--- config.mk ---
export PLATFORM = sky130hd
export DESIGN_NAME = decode_branch_unit
export DESIGN_NICKNAME = d
export VERILOG_FILES = /design/src/rtl/dbr_pkg.sv /design/src/rtl/dbr_datapath.sv /design/src/rtl/dbr_control.sv /design/src/rtl/decode_branch_unit.sv
export SDC_FILE = /design/constraint.sdc
export NUM_CORES = 1
export LEC_CHECK = 0
export CAP_MARGIN = 15
export CORE_UTILIZATION = 30
export DETAILED_ROUTE_END_ITERATION = 12
export DONT_BUFFER_PORTS = 1
export GPL_TIMING_DRIVEN = 0
export HOLD_SLACK_MARGIN = 0.15
export PLACE_DENSITY = 0.41
export SETUP_SLACK_MARGIN = 0.02
export SLEW_MARGIN = 30
export SYNTH_ARGS = -nofsm -noshare
export SYNTH_HDL_FRONTEND = slang
export SYNTH_SLANG_ARGS = --single-unit
--- constraint.sdc ---
create_clock -name clk -period 6.9 [get_ports clk]
set_clock_uncertainty 0.05 [all_clocks]
set_input_delay 0.69 -clock clk [delete_from_list [all_inputs] [get_ports clk]]
set_output_delay 0.69 -clock clk [all_outputs]
set_load 0.05 [all_outputs]
--- src/rtl/dbr_pkg.sv ---
package dbr_pkg;

  typedef enum logic [1:0] {
    BR_NONE = 2'b00,
    BR_EQ   = 2'b01,
    BR_NE   = 2'b10,
    BR_RSVD = 2'b11
  } brKind_e;

  // strobes from control to datapath
  typedef struct packed {
    logic holdPc;
    logic redirect;
  } pcStrobe_t;

endpackage

--- src/rtl/dbr_datapath.sv ---
module dbr_datapath
  import dbr_pkg::*;
#(
  parameter int XLEN  = 32,
  parameter int IMM_W = 16,
  parameter int SHIFT = 2,
  parameter int LANES = 4,
  parameter logic [XLEN-1:0] RESET_PC = 32'h0000_1000
) (
  input  logic            clk,
  input  logic            rstN,
  input  pcStrobe_t       strobe,
  input  logic [XLEN-1:0] opA,
  input  logic [XLEN-1:0] opB,
  input  logic [IMM_W-1:0] imm,
  input  logic [XLEN-1:0] decPc,
  output logic            eqFlag,
  output logic [XLEN-1:0] pcOut,
  output logic [XLEN-1:0] nextPc
);

  localparam int LANE_W = XLEN / LANES;
  localparam logic [XLEN-1:0] STEP = XLEN'(1) << SHIFT;

  logic [LANES-1:0] laneEq;
  logic [XLEN-1:0]  pcReg;
  logic [XLEN-1:0]  seqPc;
  logic [XLEN-1:0]  offset;
  logic [XLEN-1:0]  target;

  // operand equality split in lanes, then reduced
  for (genvar g = 0; g < LANES; g++) begin : gLane
    assign laneEq[g] = (opA[g*LANE_W +: LANE_W] == opB[g*LANE_W +: LANE_W]);
  end
  assign eqFlag = &laneEq;

  always_comb begin
    offset = {{(XLEN-IMM_W){imm[IMM_W-1]}}, imm} << SHIFT;
    target = decPc + STEP + offset;
    seqPc  = pcReg + STEP;
    if (strobe.holdPc)        nextPc = pcReg;
    else if (strobe.redirect) nextPc = target;
    else                      nextPc = seqPc;
  end

  always_ff @(posedge clk) begin
    if (!rstN) pcReg <= RESET_PC;
    else       pcReg <= nextPc;
  end

  assign pcOut = pcReg;

endmodule

--- src/rtl/dbr_control.sv ---
module dbr_control
  import dbr_pkg::*;
(
  input  logic      clk,
  input  logic      rstN,
  input  logic      delayMode,
  input  logic      stall,
  input  logic [1:0] brKind,
  input  logic      eqFlag,
  output pcStrobe_t strobe,
  output logic      taken,
  output logic      flushFd
);

  brKind_e kind;
  logic    condMet;
  logic    flushQ;

  always_comb begin
    kind    = brKind_e'(brKind);
    condMet = ((kind == BR_EQ) && eqFlag) || ((kind == BR_NE) && !eqFlag);
    // a squashed slot instruction must not steer fetch
    taken           = condMet && !stall && !flushQ;
    strobe.holdPc   = stall;
    strobe.redirect = taken;
  end

  always_ff @(posedge clk) begin
    if (!rstN) flushQ <= 1'b0;
    else       flushQ <= taken && !delayMode;
  end

  assign flushFd = flushQ;

endmodule

--- src/rtl/decode_branch_unit.sv ---
module decode_branch_unit
  import dbr_pkg::*;
#(
  parameter int XLEN  = 32,
  parameter int IMM_W = 16,
  parameter int SHIFT = 2,
  parameter int LANES = 4,
  parameter logic [XLEN-1:0] RESET_PC = 32'h0000_1000
) (
  input  logic             clk,
  input  logic             rstN,
  input  logic             delayMode,
  input  logic             stall,
  input  logic [1:0]       brKind,
  input  logic [XLEN-1:0]  opA,
  input  logic [XLEN-1:0]  opB,
  input  logic [IMM_W-1:0] imm,
  input  logic [XLEN-1:0]  decPc,
  output logic [XLEN-1:0]  pcOut,
  output logic [XLEN-1:0]  nextPc,
  output logic             taken,
  output logic             flushFd
);

  pcStrobe_t strobe;
  logic      eqFlag;

  dbr_control uCtl (
    .clk(clk), .rstN(rstN), .delayMode(delayMode), .stall(stall),
    .brKind(brKind), .eqFlag(eqFlag), .strobe(strobe),
    .taken(taken), .flushFd(flushFd)
  );

  dbr_datapath #(
    .XLEN(XLEN), .IMM_W(IMM_W), .SHIFT(SHIFT), .LANES(LANES), .RESET_PC(RESET_PC)
  ) uDp (
    .clk(clk), .rstN(rstN), .strobe(strobe), .opA(opA), .opB(opB),
    .imm(imm), .decPc(decPc), .eqFlag(eqFlag), .pcOut(pcOut), .nextPc(nextPc)
  );

endmodule

# == Yosys cells after proc, flatten, opt, wreduce, memory -nomap -nowiden ==
# Cells that the tools add are included.
# Widths: inputs -> output; s select.
# word_totals
regBits,33
latch_bits,0
mem_bits_ro,0
elab_cells,24
mem_count,0
ram_bits,0
# classes
reduce_logical,11
div_mod_pow,0
mux,2
eq_ne,6
mul,0
addsub,3
order_cmp,0
bitwise,0
shift,0
# ops
op,count
$add 32x3->32 const B,2
$mux 32,2
$add 32x32->32,1
$eq 8x8->1,4
$logic_and 1x1->1,5
$logic_not 1->1,4
$reduce_and 4->1,1
$eq 2x1->1 const B,1
$eq 2x2->1 const B,1
$logic_or 1x1->1,1

# == Longest topological paths before layout ==
# logic_depth
ltp_word,9
mapped_depth,13
depth_no_buf,13

# == By module ==
# From an unflattened synthesis, not the netlist that was laid out.
# hier_totals
hier_cells,589
area_unflattened_um2,4458.0
# by_module_without_submodules
mod,area_per_inst_um2,cells_per_inst,instances
dbr_datapath,4384.2,581,1
dbr_control,73.8,8,1

# == Worst setup path after synthesis ==
# OpenSTA, ideal clock, no wires.
# synth_path
kind,input -> output
start,input port imm[1]
end,output port nextPc[25]
required_time_ns,6.160
t_arrival_ns,3.935
slack_ns,2.225
stages,11
path_cell_list,ha_1 ha_1 fa_1 a21oi_1 nand4b_1 a31oi_1 a211oi_1 o41ai_2 a31oi_1 xor2_1 a211oi_1
# synth_via
elab_chain_len,3
# synth_rtl
element,line_no,source
"start, declared",decode_branch_unit.sv:17,"input logic [IMM_W-1:0] imm,"
$add 32x32->32,dbr_datapath.sv:39,target = decPc + STEP + offset;
$mux 32,dbr_datapath.sv:42,else if (strobe.redirect) nextPc = target;
$mux 32,dbr_datapath.sv:41,if (strobe.holdPc) nextPc = pcReg;
"end, declared",decode_branch_unit.sv:20,"output logic [XLEN-1:0] nextPc,"
# No other way between the ends.

# == Final worst setup path ==
# Same ends and word-level chain as after synthesis.

==> key figures <==
Run status
  – Outcome: finished, final reports clean

CTS
  – Clock Tree Buf Depth: 2
  – Clock transition at the registers of the reported paths: 0.06 ns
  – CTS HTree Levels: 2
  – Cts bufs inserted: 5
  – Clock Latency Late Sink: 0.28 ns
  – # Post-CTS Setup Buffers: 0
  – CTS tree: done
  – Hold-fix buffers at CTS: 0
  – CTS root buffer: clkbuf_16
  – PostCTS Resize Cnt: 0
  – Clock sinks: 33

Logic synthesis
  – Sequential share of the synthesized area: 15.0%
  – Post-synthesis xor/xnor area fraction: 11.3%
  – Async S/R FF share, synth: 0%
  – Fraction of the mapped netlist area in compound gates: 25.5%
  – Post-Syn Instances: 571
  – EDFF count, synth: 0
  – #FFs+latches synth: 33
  – Synth Area in Adders: 16.9%
  – Top FF cell, synth: dfxtp_1
  – Syn avg cell area: 7.74 µm²
  – Post-Syn Area: 4420 µm²
  – Post-synthesis mux area share: 2.15%
  – Mapped Nets: 748
  – Simple-gate share of the synthesized area: 25.1%
  – YS warnings: 0
  – Post-synthesis cell type count: 73
  – Main combinational cell family by area after synthesis: compound AO/OA/AOI/OAI gates

Run
  – Max-cap violations: 0

Final layout
  – Final design utilization: 34.4%
  – Area growth, synth to finish: 9.66%
  – ANT cells: 0
  – Filler Cells Inserted: 1513
  – Nets: 755
  – Share of post-route cells with drive strength above 1: 8.64%

Floorplanning
  – Die width: 123 µm
  – # IOs: 184
  – Die area: 15200 µm²
  – Rows: 43
  – Initial Utilization: 31.3%
  – Die extent in y: 123 µm
  – Core area: 14100 µm²

Placed design
  – Hpwl dp: 12.6 mm
  – Gpl congestion: 0.832
  – PortBufs: 0

Min path
  – Hold Crit Class: in -> reg
  – Hold EP: uCtl.flushFd
  – Hold path cells: 1
  – Hold path start: delayMode

STA
  – Max-slew headroom: 33.6%
  – Tmin final: 4.63 ns
  – Hold WS: 0.430 ns
  – Final period util: 67.1%
  – Final Hold Viols: 0
  – Max Transition Viols Final: 0
  – Worst-Margin Slew: 0.989 ns
  – Max Clk Rate: 216 MHz
  – Setup Viol. Count Final: 0
  – RSZ-0062 raised after global routing: no
  – Sum Neg Setup Slack: 0 ns

Global routing
  – Vias in the first global route: 4198
  – First-pass GRT wire length: 22.9 mm
  – Largest net degree at the start of global routing: 16
  – GRT Total Usage: 19.8%
  – Total grt overflow: 0
  – Antenna violations before repair: 0

Critical path
  – Worst r2r path cells: 9
  – Buf+Inv Stages, Crit Path: 0
  – Critical Path RT: 6.16 ns
  – R2r setup slk: 3.32 ns
  – RR Startpoint: uDp.pcOut[2]
  – CP delay by family, top: compound AO/OA/AOI/OAI gates
  – Max incr delay on CP: 0.84 ns
  – Sequence of cells on the critical path: ha_1 > ha_1 > fa_1 > a21oi_1 > nand4b_1 > a31oi_1 > a211oi_1 > o41ai_2 > a31oi_1 > xor2_1 > a211oi_2
  – Worst EP arrival: 3.89 ns
  – Slowest-stage cell, CP: a211oi_2
  – Crit path capture type: output port
  – Reg2reg end: uDp.pcOut[26]
  – Worst setup SP type: input port
  – CP Class: in -> out
  – CP max FO: 4

Power
  – Sequential power share: 29.4%
  – Internal power: 0.000464 W
  – Net Sw Frac: 47.0%
  – Power share of the clock group: 25.1%
  – Leak Pwr: 1.95 nW
  – Highest ir drop seen on vdd: 92.5 µV
  – PD cells: 181 nW/µm²
  – Gate power share: 45.5%
  – Sw power: 0.000411 W

Routing
  – Vias: 4369
  – Detailed Route WL: 15.3 mm
  – Residual DRC: 0
  – Per-cell routed wire length: 20.2 µm
  – DRT Pass-1 Iters: 4
  – Routed Antenna Nets: 0
  – Via density: 5.76
  – Iteration-0 DRC Markers: 165
cells in the final DEF (no fill, tap or decap), types with 3 or more instances in the layout:
master     instances
ha_1              58
a21oi_1           51
xor2_1            48
nand2_1           48
nor2_1            42
dfxtp_1           33
nand3_1           27
o21ai_0           18
and2_1            17
clkbuf_1          15
inv_1             13
nand4_1           12
a31oi_1           12
and3_1            12
a21o_1            11
xnor2_1            9
o22a_1             9
nor4_1             8
nor3_1             7
o221a_2            7
and4_1             6
nor2b_1            6
buf_2              5
or3_1              5
mux2i_1            5
clkbuf_16          5
o21a_1             4
a211oi_2           4
a31o_2             4
nor3b_1            3
buf_6              3
nand4b_1           3
a41oi_1            3
a2111oi_0          3
o21bai_1           3
a211oi_1           3
mux2_1             3
worst max-delay path by stage:
stage	slack, ns	start	to	cells past startpoint
after floorplan	2.23	imm[1]	nextPc[25]	11
after global placement	1.66	imm[1]	nextPc[25]	11
after detailed placement	2.24	imm[1]	nextPc[25]	11
after CTS	2.23	imm[1]	nextPc[25]	11
after global routing	2.02	imm[5]	nextPc[24]	10
final	2.27	imm[1]	nextPc[25]	11
metal layers:
metal	GRT usage (%)	share of wire [%]
met1	24.3	42
met2	35.4	49
met3	4.66	8.6
met4	3.39	0.79
met5	0	0
metrics by stage:
| stage | area [µm²] | setup slack, ns | power (W) | std cells |
|---|---|---|---|---|
| 2_1_floorplan | 4420 | 2.23 | 0.000560 | 571 |
| 3_3_place_gp | 4640 | 1.66 | 0.000652 | 751 |
| 3_5_place_dp | 4700 | 2.24 | 0.000658 | 751 |
| 4_1_cts | 4840 | 2.23 | 0.000882 | 759 |
| 5_1_grt | 4840 | 2.02 | 0.000933 | 759 |
| 6_report | 4840 | 2.27 | 0.000875 | 759 |
final cells by class:
class                   instances  area [µm²]  share of cell area, %
plain buffers                  25         126                   2.61
clock buffers                   6         129                   2.66
clock inverters                 2        10.0                  0.207
inverters                      15        56.3                   1.16
multi-input cells             498        3640                   75.1
flip-flops and latches         33         661                   13.6
well taps                     180         225                   4.65
Yosys cell counts, drive strengths merged (4+ instances only):
library cell | n | share of area (%)
o221a | 7 | 1.8
nor2 | 43 | 3.7
buf | 11 | 1.7
a2111oi | 5 | 1.2
o21ai | 21 | 2.5
dfxtp | 33 | 15
o21a | 4 | 0.68
nand4 | 12 | 1.7
a21o | 11 | 1.9
a31oi | 12 | 1.7
nand3 | 28 | 3.3
inv | 14 | 1.2
nand2 | 50 | 4.4
and2 | 18 | 2.6
clkbuf | 14 | 1.2
nor4 | 9 | 1.6
mux2 | 4 | 1.0
a31o | 4 | 0.79
nor2b | 6 | 0.85
mux2i | 5 | 1.1
xnor2 | 9 | 1.8
o22a | 9 | 1.8
xor2 | 48 | 9.5
o22ai | 4 | 0.57
and4 | 6 | 1.2
nor3 | 7 | 0.79
or3 | 5 | 0.71
ha | 58 | 16
a21oi | 51 | 5.8
a211oi | 7 | 1.2
and3 | 12 | 1.7
nor3b | 4 | 0.79
registers in the layout (all words and copies together), names as in the netlist:
register	flops
uCtl.flushFd	1
uDp.pcOut	32
logic make-up after synthesis:
logic type / Yosys count
adders and majority gates: 59
and+or+nand+nor: 211
muxes: 9
buffers and inverters: 40
DFF: 33
AOI/OAI and AO/OA: 162
xor gates and xnor gates: 57
power by group through the flow:
stage	combinational [W]	clock, W	sequential [W]
after floorplan	0.000306	0	0.000254
after global placement	0.000391	0	0.000261
after detailed placement	0.000397	0	0.000261
after CTS	0.000400	0.000225	0.000257
after global routing	0.000441	0.000232	0.000259
final	0.000398	0.000220	0.000257
Power figures use the tool's default switching activity.
